<file path="config.mk">
export PLATFORM = sky130hd
export DESIGN_NAME = bcd_ratio_divider
export DESIGN_NICKNAME = d
export VERILOG_FILES = /design/src/rtl/divn_pkg.sv /design/src/rtl/divn_decade.sv /design/src/rtl/divn_ctrl.sv /design/src/rtl/bcd_ratio_divider.sv
export SDC_FILE = /design/constraint.sdc
export NUM_CORES = 1
export LEC_CHECK = 0
export CAP_MARGIN = 0
export CORE_UTILIZATION = 50
export DETAILED_ROUTE_END_ITERATION = 8
export MAX_ROUTING_LAYER = met4
export PLACE_DENSITY = 0.75
export SETUP_SLACK_MARGIN = 0.5
export SYNTH_ARGS = -nofsm -noshare
export SYNTH_HDL_FRONTEND = slang
export SYNTH_SLANG_ARGS = --single-unit
export TNS_END_PERCENT = 20
</file>
<file path="constraint.sdc">
create_clock -name clk -period 4.8 [get_ports clk]
set_clock_uncertainty 0.05 [all_clocks]
set_input_delay 0.96 -clock clk [delete_from_list [all_inputs] [get_ports clk]]
set_output_delay 0.96 -clock clk [all_outputs]
set_load 0.01 [all_outputs]
</file>
<file path="src/rtl/divn_pkg.sv">
package divn_pkg;
    localparam int DIGIT_W = 4;
    typedef logic [DIGIT_W-1:0] bcd_t;
    localparam bcd_t BCD_MAX = 4'd9;

    typedef enum logic [0:0] {
        ST_LOAD = 1'b0,
        ST_RUN  = 1'b1
    } div_state_t;
endpackage

</file>
<file path="src/rtl/divn_decade.sv">
module divn_decade
    import divn_pkg::*;
(
    input  logic clk,
    input  logic load,
    input  bcd_t ld_digit,
    input  logic ld_cin,
    output logic ld_cout,
    input  logic step,
    output bcd_t q,
    output logic at_nine
);
    bcd_t ld_sum;

    always_comb begin
        ld_cout = ld_cin && (ld_digit == BCD_MAX);
        if (ld_cout)
            ld_sum = '0;
        else
            ld_sum = ld_digit + bcd_t'(ld_cin);
    end

    assign at_nine = (q == BCD_MAX);

    always_ff @(posedge clk) begin
        if (load)
            q <= ld_sum;
        else if (step)
            q <= at_nine ? bcd_t'(0) : q + bcd_t'(1);
    end
endmodule

</file>
<file path="src/rtl/divn_ctrl.sv">
module divn_ctrl
    import divn_pkg::*;
(
    input  logic clk,
    input  logic rst,
    input  logic all_nine,
    output logic load,
    output logic step,
    output logic term_cnt,
    output logic div_out
);
    div_state_t state_q, state_d;

    always_comb begin
        state_d = state_q;
        unique case (state_q)
            ST_LOAD: state_d = ST_RUN;
            ST_RUN:  state_d = ST_RUN;
            default: state_d = ST_LOAD;
        endcase
    end

    always_ff @(posedge clk) begin
        if (rst)
            state_q <= ST_LOAD;
        else
            state_q <= state_d;
    end

    always_comb begin
        load     = 1'b0;
        step     = 1'b0;
        term_cnt = 1'b0;
        unique case (state_q)
            ST_LOAD: load = 1'b1;
            ST_RUN: begin
                step     = 1'b1;
                term_cnt = all_nine;
                load     = all_nine;
            end
            default: load = 1'b1;
        endcase
    end

    always_ff @(posedge clk) begin
        if (rst)
            div_out <= 1'b0;
        else
            div_out <= term_cnt;
    end

    // the divided output trails terminal count by one clock
    a_r3_out_follows: assert property (@(posedge clk) disable iff (rst)
        term_cnt |=> div_out);
    a_r3_out_clears: assert property (@(posedge clk) disable iff (rst)
        !term_cnt |=> !div_out);
    // no terminal count while priming
    a_r4_quiet_load: assert property (@(posedge clk) disable iff (rst)
        (state_q == ST_LOAD) |-> !term_cnt);
    // reset forces priming state
    a_r4_reset_primes: assert property (@(posedge clk)
        rst |=> (state_q == ST_LOAD) && !div_out);
endmodule

</file>
<file path="src/rtl/bcd_ratio_divider.sv">
module bcd_ratio_divider
    import divn_pkg::*;
#(
    parameter int DIGITS = 3,
    localparam int PW = DIGITS * DIGIT_W
) (
    input  logic          clk,
    input  logic          rst,
    input  logic [PW-1:0] preset,
    output logic          term_cnt,
    output logic          div_out
);
    bcd_t        dq    [DIGITS];
    logic [DIGITS-1:0] nine;
    logic [DIGITS:0]   step_chain;
    logic [DIGITS:0]   ld_chain;
    logic              load, step;
    logic [PW-1:0]     cnt_flat;

    assign step_chain[0] = step;
    assign ld_chain[0]   = 1'b1;

    generate
        for (genvar i = 0; i < DIGITS; i++) begin : g_dec
            divn_decade u_dec (
                .clk      (clk),
                .load     (load),
                .ld_digit (preset[i*DIGIT_W +: DIGIT_W]),
                .ld_cin   (ld_chain[i]),
                .ld_cout  (ld_chain[i+1]),
                .step     (step_chain[i]),
                .q        (dq[i]),
                .at_nine  (nine[i])
            );
            assign step_chain[i+1] = step_chain[i] & nine[i];
            assign cnt_flat[i*DIGIT_W +: DIGIT_W] = dq[i];

            // preset digits are legal BCD codes
            a_r7_preset_bcd: assert property (@(posedge clk) disable iff (rst)
                preset[i*DIGIT_W +: DIGIT_W] <= BCD_MAX);
            // decades never leave the decimal range once running
            a_r8_digit_range: assert property (@(posedge clk) disable iff (rst)
                step && !load |-> dq[i] <= BCD_MAX);
        end
    endgenerate

    divn_ctrl u_ctrl (
        .clk      (clk),
        .rst      (rst),
        .all_nine (&nine),
        .load     (load),
        .step     (step),
        .term_cnt (term_cnt),
        .div_out  (div_out)
    );

    // units decade advances by one each running, non-reload clock
    a_r8_units_step: assert property (@(posedge clk) disable iff (rst)
        (step && !load) |=>
            dq[0] == (($past(dq[0]) == BCD_MAX) ? bcd_t'(0) : $past(dq[0]) + bcd_t'(1)));
    // after terminal count the decades hold the preset plus one
    a_r9_reload_value: assert property (@(posedge clk) disable iff (rst)
        term_cnt |=> cnt_flat == bcd_plus_one($past(preset)));

    function automatic logic [PW-1:0] bcd_plus_one(input logic [PW-1:0] v);
        logic [PW-1:0] r;
        logic c;
        c = 1'b1;
        for (int k = 0; k < DIGITS; k++) begin
            if (c && v[k*DIGIT_W +: DIGIT_W] == BCD_MAX) begin
                r[k*DIGIT_W +: DIGIT_W] = '0;
            end else begin
                r[k*DIGIT_W +: DIGIT_W] = v[k*DIGIT_W +: DIGIT_W] + bcd_t'(c);
                c = 1'b0;
            end
        end
        return r;
    endfunction
endmodule

</file>
Word level (Yosys, flattened, before mapping):

Index checks and enable logic that the tools add are counted.

* register bits after elaboration: 14
* word-level logic and storage cells: 42

* add/subtract/negate cells: 6
* eq/ne operators: 6
* muxes and demuxes: 16
* bitwise operators: 3
* reductions and logical operators: 6

Operators by type and width (count)
* $mux W4: 12
* $eq A4 B4 Y1 const B: 6
* $add A4 B1 Y4 const B: 4
* $add A4 B1 Y4: 2
* $reduce_bool A2 Y1: 3
* $mux W1: 3
* $reduce_and A3 Y1: 1
* $and A1 B1 Y1: 2
* $logic_and A1 B1 Y1: 2
* $pmux W1 S2: 1
* $not A1 Y1: 1

Depth between registers and ports, before layout:

* word-level depth: 5
* depth in mapped cells: 7

By module:

A second synthesis with hierarchy kept.

* cells, all modules: 103
* area, all modules: 973.4 um^2

By module, submodules not included
* divn_decade: instances 3, cells an instance 31, area an instance 295.3 um^2
* divn_ctrl: instances 1, cells an instance 6, area an instance 65.1 um^2
* bcd_ratio_divider: instances 1, cells an instance 4, area an instance 22.5 um^2

Least setup slack after synthesis:

OpenSTA, ideal clock, no wires.

* path type: in2reg
* start point: in preset[2]
* end point: reg g_dec[2].u_dec.q[3], data pin
* setup time: 0.257 ns
* arrival time: 2.088 ns
* slack: 2.405 ns
* stages: 4
* cells stage by stage: and4bb_4 -> nand2_4 -> or4_4 -> a32o_1

* cells in the longest elaborated chain, start to end: 5

RTL lines
* start: declaration: line bcd_ratio_divider.sv:9 `input logic [PW-1:0] preset,`
* $eq A4 B4 Y1 (*): line divn_decade.sv:16 `ld_cout = ld_cin && (ld_digit == BCD_MAX);`
* $logic_and A1 B1 Y1 (*): line divn_decade.sv:16
* $add A4 B1 Y4 / $logic_and A1 B1 Y1 (equally long branches): line divn_decade.sv:20, divn_decade.sv:16
* $mux W4 (*): line divn_decade.sv:17 `if (ld_cout)`
* $mux W4 (*): line divn_decade.sv:26 `if (load)`
* end signal: assignment: line divn_decade.sv:27 `q <= ld_sum;`
* end signal: assignment: line divn_decade.sv:29 `q <= at_nine ? bcd_t'(0) : q + bcd_t'(1);`
* end: declaration: line divn_decade.sv:10 `output bcd_t q,`

Mark *: on every way between the ends. The rest lies on a longest branch, timed or not.
A chain may end at the register's enable or synchronous reset.

Final worst setup path:

* start point: reg g_dec[0].u_dec.q[2]
* end point: out term_cnt

* cells in the longest elaborated chain, start to end: 3

RTL lines
* start: declaration: line divn_decade.sv:10
* start signal: assignment: line divn_decade.sv:27
* start signal: assignment: line divn_decade.sv:29
* $eq A4 B4 Y1: line divn_decade.sv:23 `assign at_nine = (q == BCD_MAX);`
* $reduce_and A3 Y1: line bcd_ratio_divider.sv:50 `.all_nine (&nine),`
* $mux W1: line divn_ctrl.sv:34 `unique case (state_q)`
* end: declaration: line bcd_ratio_divider.sv:10 `output logic term_cnt,`

No other way between the ends.

==> impl_summary.md <==
Outcome
The flow ran to the end, and the final reports show no timing, DRC or antenna violations.

Routing
After detailed routing, the total wire length is about 1900 um. The remaining antenna violation count is 0. The first-pass iteration count of the detailed router is 4. The number of design rule violations left after detail routing is 0. The overall via count from detail_route is 816.

For this block, the initial DRC count from the detailed router was 7. After detailed routing, the average wire length per cell comes to around 13 um. Using the TritonRoute via totals, the vias-per-cell ratio works out to 5.55.

Finish
In the final layout, the multi-input gates occupy 577 um2. The growth of design area from synthesis to finish is 22.7%. The post-layout instance count excluding filler cells is 147. Of the cells placed in the final design, the portion with a size suffix greater than 1 is approximately 7.4%. The filler cells instantiated in the layout total about 170.

For this run, the post-layout net count is 141. Once layout is complete, the utilization of the core stands at 68.0%. The most common cell after layout, fill and taps aside is clkdlybuf4s50_1.

The top cell types in the final layout, fill and taps aside, are clkdlybuf4s50_1, edfxtp_1, nand2_1, a21oi_1. In the final layout, flip-flops and latches occupy 400 um2. The antenna cell count is 0.

Placed design
The number of placed instances, taps included, is 143. Port buffering added 15 buffers. Routability-driven placement finished with a final weighted congestion of 0.829.

The worst setup timing slack at the placement stage is 1.80 ns. The wire-length estimate of the detail-placed layout is 1470 um.

STA
The aggregate negative setup slack is 0 ns. The worst path in the final design needs a cycle of 3.06 ns, including I/O delays and setup. The final-report max-slew violation count is 0. The relative slew slack is 60.4%.

The worst path uses a little under two thirds of the clock period. Setup violations remaining at the end of the flow were counted as 0. The slew at the pin closest to its max-slew limit is 0.588 ns. Based on the critical path, the design can be clocked at up to around 330 MHz.

The final-report hold violation count is 0. Setup repair after global routing left no endpoint under its margin. In the post-route analysis, the smallest setup slack over all paths is around 1.7 ns.

Global route
Summed over all layers, the global routing overflow is 0. The first-pass GRT wire length is ~3100 um. The initial antenna violation count was 0. The maximum number of pins on one net before global-route repair is 23. The total routing usage reported by global routing is 21.4%. The number of global-route vias before repair is 758.

Clock tree
The tree is rooted in a clkbuf_4. The register clock-pin slew on the reported worst setup and hold paths is 0.09 ns. Buffers added to address setup during post-CTS repair amount to 0. The tree built by TritonCTS fans out to 14 sinks. In this run, post-CTS hold repair placed 0 buffers. The number of buffers on the longest clock path is 2. The H-tree depth is 1.

The later-pin clock latency in the skew report is 0.29 ns. The quantity of gates resized following cts is 0. The TritonCTS clock tree is built. The number of buffers inserted during clock tree synthesis is 3.

Floorplanning
After floorplanning, the core was divided into 15 placement rows. The floorplan step defined a core boundary enclosing 1800 um2. 16 I/O pins were placed. In this run the horizontal extent of the chip is 46.7 um.

The die covers between 2000 and 2500 um2. The height of the die is 46.7 um. The initial standard-cell utilization of the core is 55.4%.

Synth
After synthesis the netlist holds a flip-flop and latch count of 14. Summing every instance area after synthesis gives 998 um2. Dividing the synthesized area by the synthesized cell count gives ~9.9 um2. Of the synthesized area, sequential elements account for 40.1%. The cell count after synthesis came out at between 100 and 150. The count of cell types in the netlist is 33. The count of warnings emitted by yosys is 0.

Power
The total power of the final layout is 0.309 mW. VDD sags by at most 0.191 mV. The total power per unit cell area is 252 nW/um2. Summed over all cells, the static leakage comes to 0.501 nW.

Critical path
STA classifies the critical path startpoint as a flip-flop. Of all nets on the critical path, the largest fanout is 5. The critical path is of the reg -> out type. The data required time at the worst endpoint is approximately 3.8 ns. STA classifies the critical path endpoint as an output port. At the worst endpoint, the arrival time is 2.05 ns.

Min path
The min-delay analysis places its worst path in the category reg -> reg.

Run
The number of violations of the max-capacitance limit is 0.
final timing paths:
| check | start | end | slack [ns] | depth (start not counted) |
|---|---|---|---|---|
| worst max-delay path | g_dec[0].u_dec.q[2] | term_cnt | 1.74 | 4 |
| worst min-delay path | u_ctrl.state_q | u_ctrl.div_out | 0.51 | 1 |
| worst max register to register | g_dec[0].u_dec.q[2] | g_dec[2].u_dec.q[1] | 2.91 | 5 |
| worst min register to register | u_ctrl.state_q | u_ctrl.div_out | 0.51 | 1 |
worst max-delay path, stage by stage (launching register included):
cell and delay (ns):
edfxtp_1 0.48, nand4bb_1 0.32, nor3_1 0.27, and2_1 0.16, clkdlybuf4s50_1 0.53
flip-flops by register name, summed over array words and instances (netlist names):
| register | flops |
|---|---|
| g_dec.u_dec.q | 12 |
| u_ctrl.div_out | 1 |
| u_ctrl.state_q | 1 |
synth_stat cells, drive strengths merged:
library cell | instances | area share (%)
a22oi | 2 | 1.5
nor2 | 3 | 1.1
a211oi | 1 | 0.75
nand3 | 6 | 3.0
xnor2 | 6 | 5.3
nand4bb | 3 | 3.4
conb | 1 | 0.38
dfxtp | 2 | 4.0
o31ai | 1 | 1.3
a32o | 1 | 1.0
and4bb | 2 | 2.9
a22o | 1 | 0.88
and2 | 1 | 0.63
edfxtp | 12 | 36
xor2 | 2 | 1.8
or4 | 1 | 1.1
nor2b | 1 | 0.63
a31o | 3 | 2.6
nand3b | 1 | 0.75
mux2i | 6 | 6.0
o21ai | 10 | 5.0
buf | 2 | 1.0
a21oi | 7 | 3.5
and3 | 1 | 0.63
ha | 4 | 5.0
inv | 6 | 2.3
nand2b | 2 | 1.3
nor3 | 1 | 0.50
a221oi | 1 | 0.88
nand2 | 11 | 4.9
layout make-up:
| cell class | instances | share of cell area (%) |
|---|---|---|
| clock buffers | 4 | 2.96 |
| inverters | 6 | 1.84 |
| repair buffers | 16 | 12.9 |
| flip-flops and latches | 14 | 32.7 |
| well taps | 25 | 2.55 |
| multi-input cells | 82 | 47.1 |
metal layers:
layer | wire length, um | track usage, %
met5 | 0 | -
met4 | 20 | 9.71
met3 | 62 | 3.53
met2 | 993 | 36.1
met1 | 835 | 24.5
through the flow:
step | area [um2] | hold slack, ns
2_1_floorplan | 1010 | 0.464
3_3_place_gp | 1190 | 0.506
5_1_grt | 1220 | 0.550
6_report | 1220 | 0.512
4_1_cts | 1220 | 0.512
3_5_place_dp | 1190 | 0.498
cells by family after synthesis:
kind of cell	count (synthesis)	share of synthesized area, %
buf+inv	8	3.26
other cells	1	0.376
xor+xnor	8	7.02
flops	14	40.1
fa+ha+maj	4	5.01
mux	6	6.02
simple gates	33	20.8
compound gates	27	17.4
power by group:
part / internal (mW) / total, mW / switching (mW)
registers: 0.146 / 0.158 / 0.0126
logic: 0.0340 / 0.0616 / 0.0276
clock network: 0.0463 / 0.0892 / 0.0430
(Power assumes the default switching activity.)
